<file path="src/rtl/load_ext_pkg.sv">
package load_ext_pkg;
  typedef enum logic [1:0] {
    LSZ_BYTE = 2'b00,
    LSZ_HALF = 2'b01,
    LSZ_WORD = 2'b10,
    LSZ_RSVD = 2'b11
  } lsz_e;
endpackage

</file>
<file path="src/rtl/load_lane_pick.sv">
module load_lane_pick #(
  parameter int DATA_W = 32,
  parameter int BYTE_W = 8,
  localparam int LANES  = DATA_W / BYTE_W,
  localparam int OFS_W  = $clog2(LANES),
  localparam int HALF_W = DATA_W / 2
) (
  input  logic [DATA_W-1:0] word_i,
  input  logic [OFS_W-1:0]  ofs_i,
  output logic [BYTE_W-1:0] byte_o,
  output logic [HALF_W-1:0] half_o,
  output logic              byte_msb_o,
  output logic              half_msb_o
);
  logic [BYTE_W-1:0] lane [LANES];

  for (genvar g = 0; g < LANES; g++) begin : g_lane
    assign lane[g] = word_i[g*BYTE_W +: BYTE_W];
  end

  always_comb begin
    byte_o = lane[ofs_i];
    half_o = ofs_i[OFS_W-1] ? word_i[DATA_W-1:HALF_W] : word_i[HALF_W-1:0];
  end

  assign byte_msb_o = byte_o[BYTE_W-1];
  assign half_msb_o = half_o[HALF_W-1];
endmodule

</file>
<file path="src/rtl/load_half_build.sv">
module load_half_build
  import load_ext_pkg::*;
#(
  parameter int HALF_W  = 16,
  parameter int BYTE_W  = 8,
  parameter bit IS_HIGH = 1'b0
) (
  input  lsz_e              size_i,
  input  logic              fill_i,
  input  logic [BYTE_W-1:0] byte_i,
  input  logic [HALF_W-1:0] half_i,
  input  logic [HALF_W-1:0] word_half_i,
  output logic [HALF_W-1:0] half_o
);
  localparam int PAD_W = HALF_W - BYTE_W;

  if (IS_HIGH) begin : g_high
    always_comb begin
      unique case (size_i)
        LSZ_WORD: half_o = word_half_i;
        default:  half_o = {HALF_W{fill_i}};
      endcase
    end
  end else begin : g_low
    always_comb begin
      unique case (size_i)
        LSZ_BYTE: half_o = {{PAD_W{fill_i}}, byte_i};
        LSZ_HALF: half_o = half_i;
        default:  half_o = word_half_i;
      endcase
    end
  end
endmodule

</file>
<file path="src/rtl/load_align_chk.sv">
module load_align_chk
  import load_ext_pkg::*;
#(
  parameter int OFS_W = 2
) (
  input  lsz_e             size_i,
  input  logic [OFS_W-1:0] ofs_i,
  output logic             misalign_o
);
  always_comb begin
    unique case (size_i)
      LSZ_BYTE: misalign_o = 1'b0;
      LSZ_HALF: misalign_o = ofs_i[0];
      LSZ_WORD: misalign_o = |ofs_i;
      default:  misalign_o = 1'b1;
    endcase
  end
endmodule

</file>
<file path="src/rtl/load_extract.sv">
module load_extract
  import load_ext_pkg::*;
#(
  parameter int DATA_W = 32,
  parameter int BYTE_W = 8,
  localparam int HALF_W = DATA_W / 2,
  localparam int OFS_W  = $clog2(DATA_W / BYTE_W)
) (
  input  logic [DATA_W-1:0] mem_word,
  input  logic [OFS_W-1:0]  addr,
  input  logic [1:0]        size,
  input  logic              sgn,
  output logic [DATA_W-1:0] result,
  output logic              misalign
);
  lsz_e              size_e;
  logic [BYTE_W-1:0] sel_byte;
  logic [HALF_W-1:0] sel_half;
  logic              byte_msb, half_msb, fill_bit;
  logic [HALF_W-1:0] half_q [2];

  assign size_e   = lsz_e'(size);
  assign fill_bit = sgn & ((size_e == LSZ_HALF) ? half_msb : byte_msb);

  load_lane_pick #(.DATA_W(DATA_W), .BYTE_W(BYTE_W)) pick_i (
    .word_i(mem_word), .ofs_i(addr), .byte_o(sel_byte), .half_o(sel_half),
    .byte_msb_o(byte_msb), .half_msb_o(half_msb)
  );

  for (genvar h = 0; h < 2; h++) begin : g_half
    load_half_build #(.HALF_W(HALF_W), .BYTE_W(BYTE_W), .IS_HIGH(h == 1)) build_i (
      .size_i(size_e), .fill_i(fill_bit), .byte_i(sel_byte), .half_i(sel_half),
      .word_half_i(mem_word[h*HALF_W +: HALF_W]), .half_o(half_q[h])
    );
  end

  assign result = {half_q[1], half_q[0]};

  load_align_chk #(.OFS_W(OFS_W)) align_i (
    .size_i(size_e), .ofs_i(addr), .misalign_o(misalign)
  );

  always_comb begin

    word_pass_chk: assert (!(size_e == LSZ_WORD && addr == '0) || (result == mem_word && !misalign));

    unsigned_byte_zero_chk: assert (!(size_e == LSZ_BYTE && !sgn) || result[DATA_W-1:BYTE_W] == '0);

    signed_byte_fill_chk: assert (!(size_e == LSZ_BYTE && sgn) ||
                                  result[DATA_W-1:BYTE_W] == {(DATA_W-BYTE_W){result[BYTE_W-1]}});

    signed_half_fill_chk: assert (!(size_e == LSZ_HALF && sgn && !addr[0]) ||
                                  result[DATA_W-1:HALF_W] == {HALF_W{result[HALF_W-1]}});

    half_odd_chk: assert (!(size_e == LSZ_HALF && addr[0]) || misalign);

    byte_never_misalign_chk: assert (!(size_e == LSZ_BYTE) || !misalign);
  end
endmodule

</file>
<file path="config.mk">
export PLATFORM = sky130hd
export DESIGN_NAME = load_extract
export DESIGN_NICKNAME = d
export VERILOG_FILES = /design/src/rtl/load_ext_pkg.sv /design/src/rtl/load_lane_pick.sv /design/src/rtl/load_half_build.sv /design/src/rtl/load_align_chk.sv /design/src/rtl/load_extract.sv
export SDC_FILE = /design/constraint.sdc
export NUM_CORES = 1
export LEC_CHECK = 0
export ABC_CLOCK_PERIOD_IN_PS = 3220
export BUFFER_PORTS_ARGS = -buffer_cell sky130_fd_sc_hd__clkbuf_2
export CELL_PAD_IN_SITES_DETAIL_PLACEMENT = 1
export CELL_PAD_IN_SITES_GLOBAL_PLACEMENT = 2
export CORE_MARGIN = 10
export CORE_UTILIZATION = 27
export DETAILED_ROUTE_END_ITERATION = 7
export PLACE_DENSITY_LB_ADDON = 0.1
export SLEW_MARGIN = 30
export SYNTH_ARGS = -nofsm -noshare
export SYNTH_HDL_FRONTEND = slang
export SYNTH_HIERARCHICAL = 1
export SYNTH_SLANG_ARGS = --single-unit
</file>
<file path="constraint.sdc">
create_clock -name vclk -period 3.22
set_input_delay 0 -clock vclk [all_inputs]
set_output_delay 0 -clock vclk [all_outputs]
set_load 0.01 [all_outputs]
</file>
==> qor.yml, run 1 <==
crit_path_end: "result[13]"
finalWirelength_um: 3840
clock_power_share_pct: 0
num_io_pins: 70
yosysMostFrequentCell: "mux2_2"
final_layout_size_suffix_gt1_share_pct: 65.5
vias: 1089
drt_first_iter_violations: 19
antenna_found_initial: 0
seq_area_um2: 0
fin_tns_setup_ns: 0
yosysTopAreaCell: "mux2_2"
worst_setup_path_end_kind: "primary output"
grt_use_met3_pct: 2.83
dieWidth_um: 83.8
detailedRoute.firstPassIterationCount: 3
path_class: "input port to primary output"
period_needed_ns: 1.83
grt_max_degree: 36
total_setup_violations_reported_at_the_end_of_the_flow: 0
multiInputGateArea_um2: 968
power.combinational.fraction_pct: 100.0
pwr_density_cell_nw_per_um2: 175
remaining_drc_errors: 0
total_leakage_power_nw: 0.717
antenna_cells: 0
place.port_buffers: 70
worst_setup_path_start_kind: "input port"
max-vdd-ir-drop_uv: 56.4
grt.overflow.total: 0
final_cell_count_no_fill: 218
finalCritPeriodShare_pct: 56.8
final.clkbuf_count: 0
post_cts.resized_instances: 0
seqPwrFrac_pct: 0
timing.max_slew.rel_slack_pct: 52.9
nNetsFinal: 207
power.net_switching_uw: 120
post_cts_setup_driven_buffer_insertion_count: 0
finalHoldViolCount: 0
ys_top_cells_by_area: "mux2_2, mux2i_1, mux2_4"
p_sw_share_pct: 49.1
power.internal_uw: 124
floorplan.initialDensity_pct: 27.7
hold_class: "input port to primary output"
syn2layout_area_growth_pct: 27.1
fillerInstances: 498
ys_top_cells_by_count: "mux2_2, nand2_1, mux2i_1, mux2_4, o21ai_1"
globalRouteMet2Util_pct: 18.4
wl_per_cell_um: 17.6
drt.antenna.violating_nets: 0
grt_setup_unrepaired: "no"
worst_ep_required_ns: 3.22
dp_hpwl_um: 3070
numPlacedInstances: 218
globalRouteMet1Util_pct: 12.6
maxSlewViolCount: 0
synth_seq_area_share_pct: 0
drv.max_cap_violation_count: 0
cp_data_arrival_time_ns: 1.83
outcome: "complete, no violations"
grt_pass1_wl_um: 6400
core_area_um2: 3970
clock.fmax_mhz: 546
synth_warnings: 6
gp_congestion: 0.754
yosysTopAreaCellShare_pct: 22.6
critical_path_peak_fanout: 24
post_synthesis_cell_count: 110
synthesis.area_um2: 1100
grt.busiest_layer: "met2"
avgSynthCellArea_um2: 9.99
worst-slew-pin-transition_ns: 0.692
cp-startpoint: "addr[1]"
track_usage_pct: 10.3
dieHeight_um: 83.8
synth_nets: 147
grt_pass1_vias: 1239
postCtsHoldBufs: 0
die_area_um2: 7020
synthDistinctLibCells: 18
core.rowCount: 23
viasPerCell: 5.00
seq_cells: 0
## per-stage QoR
step	hold slack [ns]	util (%)	instance area (um2)	worst slack (ns)	total power, mW
after floorplan	0.130	-	1100	1.60	0.165
after global placement	0.330	34.9	1390	1.06	0.244
after detailed placement	0.340	35.2	1400	1.35	0.249
after CTS	0.341	35.2	1400	1.35	0.250
after global routing	0.370	35.2	1400	1.12	0.271
final	0.333	35.2	1400	1.39	0.244
## power groups by stage
stage	clock (mW)	sequential (mW)	combinational [mW]
2_1_floorplan	0	0	0.165
3_3_place_gp	0	0	0.244
3_5_place_dp	0	0	0.249
4_1_cts	0	0	0.250
5_1_grt	0	0	0.271
6_report	0	0	0.244
## worst min path at each step
stage,start,endpoint,slack [ns],cells past startpoint
after floorplan,size[1],result[14],0.13,1
after global placement,mem_word[4],result[4],0.33,4
after detailed placement,mem_word[4],result[4],0.34,4
after CTS,mem_word[4],result[4],0.34,4
after global routing,mem_word[31],result[31],0.37,3
final,mem_word[7],result[7],0.33,4
## cells in the final DEF, fill, tap and decap left out, drive strengths merged
cell,instances
clkbuf,70
mux2,32
nand2,18
mux2i,17
o21ai,16
mux4,8
nor2b,2
buf,2
nor3,1
a21oi,1
nor2,1
## final cells by class
type	count	share of cell area, %
Timing Repair Buffer	72	26.2
Multi-Input combinational cell	96	69.4
Tap cell	50	4.48
## critical path: stages
cell and delay (ns):
clkbuf_2 0.23, mux4_1 0.42, nand2_1 0.09, mux2i_4 0.57, mux2i_1 0.16, o21ai_1 0.19
clkbuf_2 0.17
## cell families after synthesis
group | after synthesis | synth area share (%)
mux | 57 | 69.8
simple gates | 22 | 9.45
buf+inv | 14 | 13.0
compound gates | 17 | 7.74
## per-layer routing
metal	wire [um]	share of wire, %	vias up
met5	0	0	-
met4	0	0	0
met3	272	7.1	0
met2	1830	48	37
met1	1740	45	522
li1	-	-	530
No activity file was read; power rests on OpenSTA's default activity.
==> run 2: changes to the inputs <==
ABC_CLOCK_PERIOD_IN_PS = 1700   (was 3220)
CORE_UTILIZATION = 25   (was 27)
clock period = 1.7 ns   (was 3.22 ns; I/O delays follow)
==> run 2 against run 1 <==
- final cell count grew 5.0%
- combinational power rose by 96%
- via count grew 1.8%
- core utilization decreased by 1.2 points
- global-route usage is 0.30 points lower
- first-iteration DRC count increased by 130%
- cell area is 4.4% higher
- worst setup slack lost 1.1 ns
- critical path depth stayed put
==> qor.yml, run 2 (synthesis gave the netlist of run 1 again) <==
layout_commonest_cell: "clkbuf_2"  # unchanged
viasPerCell: 4.84  # was 5.00
clock.fmax_mhz: 689
drt.antenna.violating_nets: 0  # unchanged
vias: 1109  # was 1089
cpMaxStageDelayCell: "mux4_1"  # was mux2i_4
maxSlewViolCount: 0  # unchanged
postCtsHoldBufs: 0  # unchanged
total_power_uw: 478  # was 244 uW
wl_per_cell_um: 17.2  # was 17.6 um
total_setup_violations_reported_at_the_end_of_the_flow: 0  # unchanged
bufs_and_invs_on_worst_path: 3  # was 2
period_needed_ns: 1.45
total_leakage_power_nw: 0.761  # was 0.717 nW
grt_setup_unrepaired: "no"  # unchanged
worst-slew-pin-transition_ns: 0.235  # was 0.692 ns
nNetsFinal: 216  # was 207
pwr_density_cell_nw_per_um2: 328  # was 175 nW/um2
fillerInstances: 529  # was 498
final_layout_size_suffix_gt1_share_pct: 67.2  # was 65.5%
path_class: "input port to primary output"  # unchanged
antenna_cells: 0  # unchanged
track_usage_pct: 10.0  # was 10.3%
drt_first_iter_violations: 43  # was 19
dieWidth_um: 86.3  # was 83.8 um
holdWs_ns: 0.327  # was 0.333 ns
num_io_pins: 70  # unchanged
dieHeight_um: 86.3  # was 83.8 um
post_cts_setup_driven_buffer_insertion_count: 0  # unchanged
cpMostUsedCell: "clkbuf_2"  # unchanged
worstPathCellList: "clkbuf_2 -> mux4_1 -> nand2_1 -> mux2i_2 -> buf_4 -> mux2_2 -> clkbuf_2"  # was clkbuf_2 -> mux4_1 -> nand2_1 -> mux2i_4 -> mux2i_1 -> o21ai_1 -> clkbuf_2
die_area_um2: 7450  # was 7020 um2
hold_class: "input port to primary output"  # unchanged
grt.overflow.total: 0  # unchanged
detailed_place.area_um2: 1460  # was 1400 um2
detailedRoute.firstPassIterationCount: 4  # was 3
post_cts.resized_instances: 0  # unchanged
dp_hpwl_um: 3370  # was 3070 um
drv.max_cap_violation_count: 0  # unchanged
layout_common_cells: "clkbuf_2, mux2_2, nand2_1"  # unchanged
seq_area_um2: 0  # unchanged
timing.max_slew.rel_slack_pct: 84.4  # was 52.9%
worst_ep_required_ns: 1.70  # was 3.22 ns
finalWirelength_um: 3950  # was 3840 um
final.clkbuf_count: 0  # unchanged
fin_tns_setup_ns: 0  # unchanged
place.port_buffers: 70  # unchanged
remaining_drc_errors: 0  # unchanged
core_area_um2: 4290  # was 3970 um2
grt_pass1_vias: 1223  # was 1239
floorplan.initialDensity_pct: 25.6  # was 27.7%
worst_setup_path_end_kind: "primary output"  # unchanged
grt_pass1_wl_um: 6370  # was 6400 um
finalCritPeriodShare_pct: 85.4
gp_congestion: 0.775  # was 0.754
syn2layout_area_growth_pct: 32.7  # was 27.1%
seq_cells: 0  # unchanged
finalHoldViolCount: 0  # unchanged
antenna_found_initial: 0  # unchanged
cp_data_arrival_time_ns: 1.45  # was 1.83 ns
crit_path_max_incr_delay_ns: 0.57  # about the same
post-route-cell-area_um2: 1460  # was 1400 um2
max-vdd-ir-drop_uv: 101  # was 56.4 uV
outcome: "complete, no violations"  # unchanged
core.rowCount: 24  # was 23
finish.utilization_pct: 33.9  # was 35.2%
timing.critical_path.max_delay_family: "multiplexers"  # unchanged
grt_max_degree: 18  # was 36
critical_path_peak_fanout: 13  # was 24
worst_setup_path_start_kind: "input port"  # unchanged
-- run 2: cell types whose count changed in the layout (fill, tap and decap cells not counted), sizes merged --
cell | before | now
buf | 2 | 11
-- run 2: power by group --
group	internal, mW	leakage, nW	switching [mW]	total [mW]
sequential	0	0	0	0
clock	0	0	0	0
combinational	0.249	0.761	0.229	0.478
total	0.249	0.761	0.229	0.478
-- run 2: area by class of cell --
type	count	area, um2	share of cell area (%)
multi-input cells	96	960	65.8
repair buffers	81	433	29.7
well taps	52	65.1	4.46
-- run 2: worst paths after layout --
kind / from / to / slack [ns] / cells past startpoint
setup / recovery: addr[1] / result[17] / 0.25 / 7
hold / removal: mem_word[0] / result[0] / 0.33 / 4
-- run 2: worst min-delay path: cells and delay by family --
| family | cells | cell delay, ns |
|---|---|---|
| buffers and inverters | 2 | 0.22 |
| AO/OA/AOI/OAI | 1 | 0.05 |
| AND/OR/NAND/NOR | 1 | 0.05 |
-- run 2: layer usage --
layer  track usage (%)  wire [um]  part of all wire (%)
met1              12.4       1730                    44
met2              18.3       1960                    50
met3              2.06        251                   6.4
met4                 0          0                     0
met5                 0          0                     0
-- run 2: stage by stage --
step | worst slack (ns) | std cells
2_1_floorplan | 0.0816 | 110
3_3_place_gp | 0.263 | 229
3_5_place_dp | 0.234 | 229
4_1_cts | 0.232 | 229
5_1_grt | 0.153 | 229
6_report | 0.248 | 229
==> run 3: changes to the inputs <==
PLACE_DENSITY = 0.91   (was default)
PLACE_DENSITY_LB_ADDON = default   (was 0.1)
TNS_END_PERCENT = 1   (was default)
==> run 3 against run 2 <==
- wire length rose by 1.4%
- cell area rose by 0.86%
- critical path depth unchanged
- fmax fell by 1.4%
- worst setup slack worse by 0.020 ns
- critical path type unchanged
==> qor.yml, run 3 (synthesis gave the netlist of run 1 again) <==
clock.fmax_mhz: 679  # was 689 MHz
die_area_um2: 7450  # unchanged
grt_max_degree: 20  # was 18
drt_first_iter_violations: 15  # was 43
final_layout_size_suffix_gt1_share_pct: 67.2  # unchanged
finish.utilization_pct: 34.2  # was 33.9%
antenna_found_initial: 0  # unchanged
period_needed_ns: 1.47  # was 1.45 ns
fillerInstances: 542  # was 529
finalWirelength_um: 4000  # was 3950 um
crit_path_max_incr_delay_ns: 0.58  # was 0.57 ns
maxSlewViolCount: 0  # unchanged
seq_area_um2: 0  # unchanged
outcome: "complete, no violations"  # unchanged
core.rowCount: 24  # unchanged
timing.max_slew.rel_slack_pct: 80.4  # was 84.4%
max-vdd-ir-drop_uv: 131  # was 101 uV
detailedRoute.firstPassIterationCount: 4  # unchanged
floorplan.initialDensity_pct: 25.6  # unchanged
p_sw_share_pct: 47.8  # about the same
worst_ep_required_ns: 1.70  # about the same
layout_commonest_cell: "clkbuf_2"  # unchanged
postCtsHoldBufs: 0  # unchanged
cpMostUsedCell: "clkbuf_2"  # unchanged
nNetsFinal: 216  # unchanged
antenna_cells: 0  # unchanged
power.net_switching_uw: 234  # was 229 uW
grt_pass1_vias: 1254  # was 1223
hold_class: "input port to primary output"  # unchanged
dp_hpwl_um: 3380  # was 3370 um
num_io_pins: 70  # unchanged
drt.antenna.violating_nets: 0  # unchanged
drv.max_cap_violation_count: 0  # unchanged
wl_per_cell_um: 17.5  # was 17.2 um
power.internal_uw: 255  # was 249 uW
dieWidth_um: 86.3  # unchanged
grt_pass1_wl_um: 6270  # was 6370 um
total_leakage_power_nw: 0.765  # was 0.761 nW
total_setup_violations_reported_at_the_end_of_the_flow: 0  # unchanged
grt.overflow.total: 0  # unchanged
finalHoldViolCount: 0  # unchanged
seqPwrFrac_pct: 0  # about the same
path_class: "input port to primary output"  # unchanged
fin_tns_setup_ns: 0  # unchanged
final.clkbuf_count: 0  # unchanged
worst-slew-pin-transition_ns: 0.294  # was 0.235 ns
place.port_buffers: 70  # unchanged
clock_power_share_pct: 0  # about the same
critical_path_peak_fanout: 19  # was 13
dieHeight_um: 86.3  # unchanged
cp_data_arrival_time_ns: 1.47  # was 1.45 ns
post_cts.resized_instances: 0  # unchanged
finalCritPeriodShare_pct: 86.6  # was 85.4%
layout_common_cells: "clkbuf_2, mux2_2, nand2_1"  # unchanged
viasPerCell: 4.90  # was 4.84
post_cts_setup_driven_buffer_insertion_count: 0  # unchanged
power.combinational.fraction_pct: 100.0  # about the same
worst_setup_path_end_kind: "primary output"  # unchanged
syn2layout_area_growth_pct: 33.8  # was 32.7%
vias: 1122  # was 1109
bufs_and_invs_on_worst_path: 3  # unchanged
worst_setup_path_start_kind: "input port"  # unchanged
grt_setup_unrepaired: "no"  # unchanged
timing.critical_path.max_delay_family: "multiplexers"  # unchanged
gp_congestion: 0.725  # was 0.775
pwr_density_cell_nw_per_um2: 332  # was 328 nW/um2
worstPathCellList: "clkbuf_2 -> mux4_1 -> nand2_1 -> mux2i_2 -> buf_12 -> mux2_2 -> clkbuf_2"  # was clkbuf_2 -> mux4_1 -> nand2_1 -> mux2i_2 -> buf_4 -> mux2_2 -> clkbuf_2
cpMaxStageDelayCell: "mux4_1"  # unchanged
remaining_drc_errors: 0  # unchanged
seq_cells: 0  # unchanged
track_usage_pct: 9.78  # was 10.0%
core_area_um2: 4290  # unchanged
-- run 3: cell counts in the layout (fill, tap and decap cells not counted) --
No cell type changed its count.
-- run 3: cell type report --
class,instances,area [um2],share of cell area (%)
Timing Repair Buffer,81,445,30.3
Tap cell,52,65.1,4.43
Multi-Input combinational cell,96,960,65.3
-- run 3: worst paths after layout --
kind,to,from,slack (ns),depth (start not counted)
setup / recovery,result[17],addr[1],0.23,7
hold / removal,result[0],mem_word[0],0.33,4
-- run 3: routing by layer --
metal  routed length, um  up-vias  GRT usage (%)  share of wire, %
li1                    -      556              -                 -
met1                1650      528           10.9                41
met2                2010       38           18.5                50
met3                 338        0           3.38               8.4
met4                   0        0              0                 0
met5                   0        -              0                 0
-- run 3: stage by stage --
stage	hold slack, ns	total power [mW]	area [um2]	setup WS, ns	cells
after detailed placement	0.336	0.497	1470	0.208	229
final	0.332	0.488	1470	0.228	229
after global placement	0.325	0.487	1470	0.256	229
after CTS	0.336	0.499	1470	0.209	229
after global routing	0.363	0.534	1470	0.112	229
after floorplan	0.130	0.312	1100	0.0816	110
-- run 3: power groups by stage --
stage	logic [mW]	registers (mW)	clock network [mW]
2_1_floorplan	0.312	0	0
3_3_place_gp	0.487	0	0
3_5_place_dp	0.497	0	0
4_1_cts	0.499	0	0
5_1_grt	0.534	0	0
6_report	0.488	0	0
